### config.mk
export PLATFORM = sky130hd
export DESIGN_NAME = osc_clk_ctrl
export DESIGN_NICKNAME = d
export VERILOG_FILES = /design/src/rtl/oscclk_pkg.sv /design/src/rtl/oscclk_modereg.sv /design/src/rtl/oscclk_stab.sv /design/src/rtl/oscclk_divider.sv /design/src/rtl/osc_clk_ctrl.sv
export SDC_FILE = /design/constraint.sdc
export NUM_CORES = 1
export LEC_CHECK = 0
export BUFFER_PORTS_ARGS = -buffer_cell sky130_fd_sc_hd__buf_2
export CORE_ASPECT_RATIO = 0.9
export CORE_MARGIN = 2
export CORE_UTILIZATION = 30
export CTS_CLUSTER_SIZE = 16
export DETAILED_ROUTE_END_ITERATION = 16
export PLACE_DENSITY = 0.5
export SYNTH_ARGS = -nofsm -noshare
export SYNTH_HDL_FRONTEND = slang
export SYNTH_HIERARCHICAL = 1
export SYNTH_SLANG_ARGS = --single-unit
### constraint.sdc
create_clock -name clk -period 3.4 [get_ports clk]
set_input_delay 0 -clock clk [delete_from_list [all_inputs] [get_ports clk]]
set_output_delay 0 -clock clk [all_outputs]
set_load 0.05 [all_outputs]
### src/rtl/oscclk_pkg.sv
package oscclk_pkg;
    typedef enum logic [1:0] {
        DIV_FULL   = 2'b00,
        DIV_HALF   = 2'b01,
        DIV_RING   = 2'b10,
        DIV_EIGHTH = 2'b11
    } div_sel_e;

    typedef enum logic [1:0] {
        ST_RING   = 2'b00,
        ST_SWITCH = 2'b01,
        ST_OSC    = 2'b10
    } div_state_e;

    localparam int          REG_W      = 8;
    localparam int          OSC_BIT    = 5;
    localparam int          DIV_LSB    = 6;
    localparam logic [7:0]  MODE_RESET = 8'h80;
endpackage

### src/rtl/oscclk_modereg.sv
module oscclk_modereg
    import oscclk_pkg::*;
(
    input  logic             clk,
    input  logic             rst_n,
    input  logic             wr_en,
    input  logic [REG_W-1:0] wr_data,
    input  logic             stable_i,
    output logic [REG_W-1:0] reg_q,
    output logic             osc_chg
);
    logic osc_lock_q;
    logic div_lock_q;
    logic div_ok;

    always_comb begin
        div_ok = wr_en && osc_lock_q && !div_lock_q && stable_i &&
                 !(reg_q[OSC_BIT] && (wr_data[DIV_LSB+1:DIV_LSB] == DIV_FULL));
        osc_chg = wr_en && !osc_lock_q && (wr_data[OSC_BIT] != reg_q[OSC_BIT]);
    end

    always_ff @(posedge clk or negedge rst_n) begin
        if (!rst_n) begin
            reg_q      <= MODE_RESET;
            osc_lock_q <= 1'b0;
            div_lock_q <= 1'b0;
        end else if (wr_en) begin
            reg_q[OSC_BIT-1:0] <= wr_data[OSC_BIT-1:0];
            if (!osc_lock_q) begin
                reg_q[OSC_BIT] <= wr_data[OSC_BIT];
                osc_lock_q     <= 1'b1;
            end
            if (div_ok) begin
                reg_q[DIV_LSB+1:DIV_LSB] <= wr_data[DIV_LSB+1:DIV_LSB];
                div_lock_q               <= 1'b1;
            end
        end
    end


    osc_lock_chk: assert property (@(posedge clk) disable iff (!rst_n)
        osc_lock_q |=> $stable(reg_q[OSC_BIT]));

    div_lock_chk: assert property (@(posedge clk) disable iff (!rst_n)
        div_lock_q |=> $stable(reg_q[DIV_LSB+1:DIV_LSB]));

    div_needs_stable_chk: assert property (@(posedge clk) disable iff (!rst_n)
        !$stable(reg_q[DIV_LSB+1:DIV_LSB]) |-> $past(stable_i));

    no_rc_full_chk: assert property (@(posedge clk) disable iff (!rst_n)
        !(reg_q[OSC_BIT] && (reg_q[DIV_LSB+1:DIV_LSB] == DIV_FULL)));
endmodule

### src/rtl/oscclk_stab.sv
module oscclk_stab #(
    parameter int STABLE_TICKS = 16
) (
    input  logic clk,
    input  logic rst_n,
    input  logic restart,
    input  logic tick,
    output logic stable
);
    localparam int CW = $clog2(STABLE_TICKS + 1);
    localparam logic [CW-1:0] LIMIT = CW'(STABLE_TICKS);

    logic [CW-1:0] cnt_q;

    always_ff @(posedge clk or negedge rst_n) begin
        if (!rst_n)
            cnt_q <= '0;
        else if (restart)
            cnt_q <= '0;
        else if (tick && (cnt_q != LIMIT))
            cnt_q <= cnt_q + 1'b1;
    end

    assign stable = (cnt_q == LIMIT);


    restart_clears_chk: assert property (@(posedge clk) disable iff (!rst_n)
        restart |=> !stable);

    stable_holds_chk: assert property (@(posedge clk) disable iff (!rst_n)
        (stable && !restart) |=> stable);
endmodule

### src/rtl/oscclk_divider.sv
module oscclk_divider
    import oscclk_pkg::*;
#(
    parameter int HIGH_DIV = 2,
    parameter int MID_DIV  = 8
) (
    input  logic     clk,
    input  logic     rst_n,
    input  logic     ring_tick,
    input  logic     osc_tick,
    input  div_sel_e req_sel,
    output logic     sys_en
);
    localparam int CNT_W = $clog2(MID_DIV);

    div_state_e        state_q, state_d;
    div_sel_e          act_q;
    logic [CNT_W-1:0]  cnt_q;
    logic [CNT_W-1:0]  last;
    logic              src_tick;
    logic              pulse;

    always_comb begin
        unique case (act_q)
            DIV_HALF:   last = CNT_W'(HIGH_DIV - 1);
            DIV_EIGHTH: last = CNT_W'(MID_DIV - 1);
            default:    last = '0;
        endcase
        src_tick = (act_q == DIV_RING) ? ring_tick : osc_tick;
        pulse    = src_tick && (cnt_q == last);
    end

    always_comb begin
        state_d = state_q;
        unique case (state_q)
            ST_RING, ST_OSC: if (req_sel != act_q) state_d = ST_SWITCH;
            ST_SWITCH:       if (pulse) state_d = (req_sel == DIV_RING) ? ST_RING : ST_OSC;
            default:         state_d = ST_RING;
        endcase
    end

    always_ff @(posedge clk or negedge rst_n) begin
        if (!rst_n) state_q <= ST_RING;
        else        state_q <= state_d;
    end

    always_ff @(posedge clk or negedge rst_n) begin
        if (!rst_n) begin
            act_q  <= DIV_RING;
            cnt_q  <= '0;
            sys_en <= 1'b0;
        end else begin
            sys_en <= pulse;
            if (pulse) begin
                cnt_q <= '0;
                if (state_q == ST_SWITCH) act_q <= req_sel;
            end else if (src_tick) begin
                cnt_q <= cnt_q + 1'b1;
            end
        end
    end


    switch_on_pulse_chk: assert property (@(posedge clk) disable iff (!rst_n)
        !$stable(act_q) |-> sys_en);

    pulse_after_tick_chk: assert property (@(posedge clk) disable iff (!rst_n)
        sys_en |-> $past(ring_tick || osc_tick));

    pulse_single_chk: assert property (@(posedge clk) disable iff (!rst_n)
        (sys_en && act_q != DIV_FULL && act_q != DIV_RING) |=> !sys_en);
endmodule

### src/rtl/osc_clk_ctrl.sv
module osc_clk_ctrl
    import oscclk_pkg::*;
#(
    parameter int STABLE_TICKS = 16,
    parameter int HIGH_DIV     = 2,
    parameter int MID_DIV      = 8
) (
    input  logic       clk,
    input  logic       rst_n,
    input  logic       ring_tick,
    input  logic       cer_tick,
    input  logic       rc_tick,
    input  logic       wr_en,
    input  logic [7:0] wr_data,
    output logic [7:0] rd_data,
    output logic       osc_stable,
    output logic       sys_en
);
    logic [REG_W-1:0] reg_q;
    logic             osc_chg;
    logic             osc_tick;
    div_sel_e         req_sel;

    assign osc_tick = reg_q[OSC_BIT] ? rc_tick : cer_tick;
    assign req_sel  = div_sel_e'(reg_q[DIV_LSB+1:DIV_LSB]);
    assign rd_data  = reg_q;

    oscclk_modereg i_modereg (
        .clk      (clk),
        .rst_n    (rst_n),
        .wr_en    (wr_en),
        .wr_data  (wr_data),
        .stable_i (osc_stable),
        .reg_q    (reg_q),
        .osc_chg  (osc_chg)
    );

    oscclk_stab #(.STABLE_TICKS(STABLE_TICKS)) i_stab (
        .clk     (clk),
        .rst_n   (rst_n),
        .restart (osc_chg),
        .tick    (osc_tick),
        .stable  (osc_stable)
    );

    oscclk_divider #(.HIGH_DIV(HIGH_DIV), .MID_DIV(MID_DIV)) i_divider (
        .clk       (clk),
        .rst_n     (rst_n),
        .ring_tick (ring_tick),
        .osc_tick  (osc_tick),
        .req_sel   (req_sel),
        .sys_en    (sys_en)
    );
endmodule

# == After elaboration in Yosys (flattened, before gate mapping) ==
# Cells that the tools add are included.
# totals
ff_bits,23
input_bits,14
output_inout_bits,10
elab_cells,58
# op_classes
add_sub_neg,2
eq_ne,13
n_mux,11
bitwise_logic,1
n_reduce_logical,21
# op_table
cell,count
$mux W5,2
$logic_and A1 B1 Y1,9
$eq A2 B2 Y1 const B,4
$reduce_and A2 Y1,4
$mux W2,3
$mux W3,2
$pmux W3 S2,1
$add A5 B1 Y5 const B,1
$eq A5 B5 Y1 const B,1
$ne A5 B5 Y1 const B,1
$eq A2 B1 Y1 const B,2
$logic_not A2 Y1,2
$ne A2 B1 Y1 const B,2
$pmux W2 S2,1
$reduce_bool A2 Y1,2
$add A3 B1 Y3 const B,1
$eq A3 B3 Y1,1
$logic_not A1 Y1,3
$mux W1,2
$ne A2 B2 Y1,1
$reduce_or A2 Y1,1
$ne A1 B1 Y1,1
$not A1 Y1,1

# == Logic depth before layout (Yosys ltp) ==
# depth
word_depth,6
ltp_mapped,6

# == By module ==
# The synthesis kept the hierarchy.
# by_module_without_submodules
module,n_inst,cells_each,area_each_um2,seq_area_each_um2
oscclk_divider,1,41,461.7,201.4
oscclk_modereg,1,29,416.6,251.5
oscclk_stab,1,27,280.3,125.1
osc_clk_ctrl,1,1,15.0,0.0

# == Worst setup path after synthesis ==
# No wires, ideal clock.
# synth_timing
kind,flip-flop to flip-flop
from,reg i_modereg.reg_q[5]
to,reg i_divider.act_q[0]
setup_ns,0.128
arrival_time_ns,1.675
slack_ns,1.597
stages_incl_launch_ff,5
path_buffers,0
synth_period_minus_slack_ns,1.803
cell_sequence,dfrtp_1 mux2_4 o221ai_1 nor3_4 mux2_1
# synth_between
elab_chain_cells,4
# synth_lines
item,line_no,text
start: declaration,oscclk_modereg.sv:9,"output logic [REG_W-1:0] reg_q,"
start signal: indexed assignment,oscclk_modereg.sv:28,reg_q[OSC_BIT-1:0] <= wr_data[OSC_BIT-1:0];
start signal: indexed assignment,oscclk_modereg.sv:30,reg_q[OSC_BIT] <= wr_data[OSC_BIT];
start signal: indexed assignment,oscclk_modereg.sv:34,reg_q[DIV_LSB+1:DIV_LSB] <= wr_data[DIV_LSB+1:DIV_LSB];
$mux W1,osc_clk_ctrl.sv:24,assign osc_tick = reg_q[OSC_BIT] ? rc_tick : cer_tick;
via osc_tick,osc_clk_ctrl.sv:21,logic osc_tick;
$mux W1,oscclk_divider.sv:29,src_tick = (act_q == DIV_RING) ? ring_tick : osc_tick;
$logic_and A1 B1 Y1,oscclk_divider.sv:30,pulse = src_tick && (cnt_q == last);
$reduce_and A2 Y1 (no source line),n/a,
end signal: assignment,oscclk_divider.sv:56,if (state_q == ST_SWITCH) act_q <= req_sel;
end: declaration,oscclk_divider.sv:17,div_sel_e act_q;
# The timed path passes the listed nets, and every way through them passes these cells.
# A chain may end at the register's enable or synchronous reset.

# == Final worst setup path ==
# layout_timing
from,reg i_divider.act_q[0]
to,reg i_divider.act_q[0]
# layout_between
elab_chain_cells,5
# layout_lines
item,line_no,text
$eq A2 B2 Y1 / $eq A2 B1 Y1 (equally long branches),oscclk_divider.sv:24,unique case (act_q)
$pmux W3 S2,oscclk_divider.sv:24,
$eq A3 B3 Y1,oscclk_divider.sv:30,
$logic_and A1 B1 Y1 *,oscclk_divider.sv:30,
$reduce_and A2 Y1 (no source line) *,n/a,
# Mark *: on every way between the ends. The rest lies on a longest branch, timed or not.

==> PnR_summary.wiki <==
{| class="wikitable"
! Metric !! Value
|-
| Outcome || completed
|-
| HPWL reported at the end of detailed placement || 1.61 mm
|-
| Peak per-stage delay on the critical path || between 0.4 and 0.5 ns
|-
| Vias per inst || 4.70
|-
| Sequential element share of the synthesized area || 49.3%
|-
| Number of max-capacitance violations reported || 0
|-
| Max Slew Vio Count || 0
|-
| Highest fanout seen on the critical path || 6
|-
| Initial detailed-routing violation count || 17
|-
| Placeable Area || 3730 µm²
|-
| Clock-pin slew of the registers on the worst-case setup and hold paths || roughly 0.090 ns
|-
| Post-detailed-route count of antenna-violating nets || 0
|-
| Syn Std Cell Area || 1170 µm²
|-
| Pin count of the biggest net entering global routing || 24
|-
| DRT Pass-1 Iters || 4
|-
| Most frequent cell after synthesis || dfrtp_1
|-
| Maximum achievable frequency || around 610 MHz
|-
| Worst setup skew after layout || between 0.002 and 0.003 ns
|-
| Post-route DRC violation count || 0
|-
| Start-to-end type of the worst setup path || reg2reg
|-
| Normalized max-slew margin || approximately 64%
|-
| Boundary pin count || 24
|-
| Total die area || 4430 µm²
|-
| X dimension of the die || around 70 µm
|-
| Total Negative Setup Slacks || 0 ns
|-
| CTS Root Cell || clkbuf_8
|-
| Worst-case hold slack || 0.0614 ns
|-
| Detail-routed net length per standard cell || between 10 and 15 µm
|-
| Most used DFF post-synth || dfrtp_1
|-
| Number of I/O port buffers || 23
|-
| Family with the most delay on the worst path || simple AND/OR/NAND/NOR gates
|-
| Static leakage power || 0.671 nW
|-
| Starting Density || roughly a third
|-
| Setup repair after global routing missed its margin || false
|-
| Fraction of final layout cells with drive strength greater than 1 || 36.1%
|-
| Overall fraction of global-route tracks in use || between 10% and 20%
|-
| Via count of the first global-routing pass || a little under 900
|-
| Final worst path period need || about 1.6 ns
|-
| Grt ovf || 0
|-
| Power density of the placed cells || between 700 and 800 nW/µm²
|-
| Worst-margin pin slew || ~0.54 ns
|-
| Layout overhead on the synthesized area || 25.6%
|-
| Maximum buffer depth of the clock tree || 2
|-
| Number of buffers and inverters on the critical path || 0
|-
| Element type at the critical path start || flop
|-
| VDD IR-drop max || 0.000244 V
|-
| Min-Delay Path Class || in2reg
|-
| Placement row count || 21
|-
| Chain of cells forming the critical path || nor3_1 -> a31oi_4 -> nor3_4 -> mux2_1
|-
| Clock sink count || 23
|-
| Floorplan die height || around 63 µm
|-
| Nets || 151
|-
| Most frequent cells after synthesis || dfrtp_1, mux2_2, inv_1, xor2_1
|-
| Post-synthesis instance total || between 90 and 100
|-
| Power, Total || approximately 1.1 mW
|-
| Synthesized Nets || roughly 120
|-
| Crit share post-route || between 40% and 50%
|-
| Final setup fails || 0
|-
| Top area cells in the synthesized netlist || dfrtp_1, mux2_2, dfstp_2
|-
| CP max stage cell || dfrtp_1
|-
| Post-synth EDFFs || 0
|-
| TritonCTS buffer count || 3
|-
| Clock H-tree levels || 1
|-
| Detailed-route via count || about 840
|-
| Antenna diodes || 0
|-
| Area share of the largest cell type after synthesis || roughly 45%
|-
| TritonCTS clock tree || built
|-
| Final WL || around 2.3 mm
|-
| Number of distinct library cells after synthesis || 35
|-
| Worst EP required || 3.55 ns
|-
| Antenna violations before repair || 0
|-
| Mean Syn Cell Area || around 12 µm²
|-
| Final count of hold timing violations || 0
|-
| Syn. warnings || 6
|-
| Routability congestion estimate from global placement || slightly above 0.7
|-
| Critical path data arrival time || 1.78 ns
|-
| Post-synthesis sequential element count || 23
|-
| Buffers inserted during post-CTS setup optimization || 0
|-
| Largest area contributor in the synthesized netlist || dfrtp_1
|-
| CP endpoint kind || flop
|-
| First-pass GRT wire length || 4.00 mm
|-
| Clock latency on the worst-skew pair || 0.26 ns
|-
| Async S/R FF share, synth || 100%
|}
## layer usage
metal	part of all wire (%)	vias to the layer above	track usage (%)
met2	45	12	17.5
met1	51	412	15.4
met4	0.53	0	3.61
met5	0	-	0
met3	3.8	2	2.72
li1	-	415	-
## area by class of cell
| class | count | area, µm² |
|---|---|---|
| Timing Repair Buffer | 32 | 205 |
| Clock inverter | 1 | 7.51 |
| Clock buffer | 3 | 41.3 |
| Tap cell | 46 | 57.6 |
| Sequential cell | 23 | 578 |
| Fill cell | 369 | 2260 |
| Multi-Input combinational cell | 69 | 566 |
| Inverter | 5 | 18.8 |
## logic make-up (layout without fill, tap and decap cells)
family | Yosys count | count (layout) | synth area share (%)
flops | 23 | 23 | 49.3
fa+ha+maj | 3 | 3 | 3.20
buf+inv | 6 | 41 | 2.56
compound gates | 17 | 17 | 10.9
mux | 13 | 13 | 12.5
simple gates | 31 | 31 | 17.9
xor+xnor | 5 | 5 | 3.73
## where the power goes
part | switching, mW | internal [mW]
combinational | 0.253 | 0.198
sequential | 0.101 | 0.370
clock | 0.0923 | 0.0829
total | 0.447 | 0.652
## worst register-to-register path, stage by stage (launching register included)
cell	delay, ns
dfrtp_1	0.49
nor3_1	0.35
a31oi_4	0.09
nor3_4	0.26
mux2_1	0.33
## repair_timing
item                                   4_1_cts  5_1_grt
endpoints found under the hold margin       29        0
hold buffers                                 9        0
gates resized for setup                      0        0
setup endpoints to repair                    0        0
## cells in the final DEF, fill, tap and decap left out, drive strengths merged, types with 3 or more instances in the layout
cell type / n
inv: 5
xor2: 5
nor2: 4
nand2: 4
clkbuf: 3
or3: 3
dlygate4sd3: 9
nand2b: 4
o21ai: 6
ha: 3
nor2b: 4
dfrtp: 21
buf: 23
nor3: 4
mux2i: 3
mux2: 10
a22o: 3
## flip-flops by register name, indices dropped and copies added (netlist names)
name,count
i_divider/cnt_q,3
i_divider/act_q,2
i_divider/state_q,2
i_modereg/div_lock_q,1
i_divider/sys_en,1
i_modereg/reg_q,8
i_stab/cnt_q,5
i_modereg/osc_lock_q,1
## per-stage QoR
stage / std cells / setup slack [ns] / util [%] / instance area [µm²]
after floorplan: 98 / 1.60 / - / 1170
after global placement: 166 / 1.81 / 35.8 / 1340
after detailed placement: 166 / 1.75 / 35.8 / 1340
after CTS: 179 / 1.75 / 39.5 / 1470
after global routing: 179 / 1.66 / 39.5 / 1470
final: 179 / 1.77 / 39.5 / 1470
## worst paths after layout
check	from	slack, ns	endpoint	cells after the start
min in group asynchronous	rst_n	0.24	i_divider/cnt_q[0]$_DFFE_PN0P_	2
worst min-delay path	wr_en	0.06	i_modereg/osc_lock_q$_DFFE_PN0P_	2
worst max register to register	i_divider/act_q[0]$_DFFE_PN0P_	1.77	i_divider/act_q[0]$_DFFE_PN0P_	4
max in group asynchronous	rst_n	2.79	i_divider/act_q[1]$_DFFE_PN1P_	2
worst max-delay path	i_divider/act_q[0]$_DFFE_PN0P_	1.77	i_divider/act_q[0]$_DFFE_PN0P_	4
worst min register to register	i_modereg/div_lock_q$_DFFE_PN0P_	0.46	i_modereg/div_lock_q$_DFFE_PN0P_	1
(Power assumes the default switching activity.)
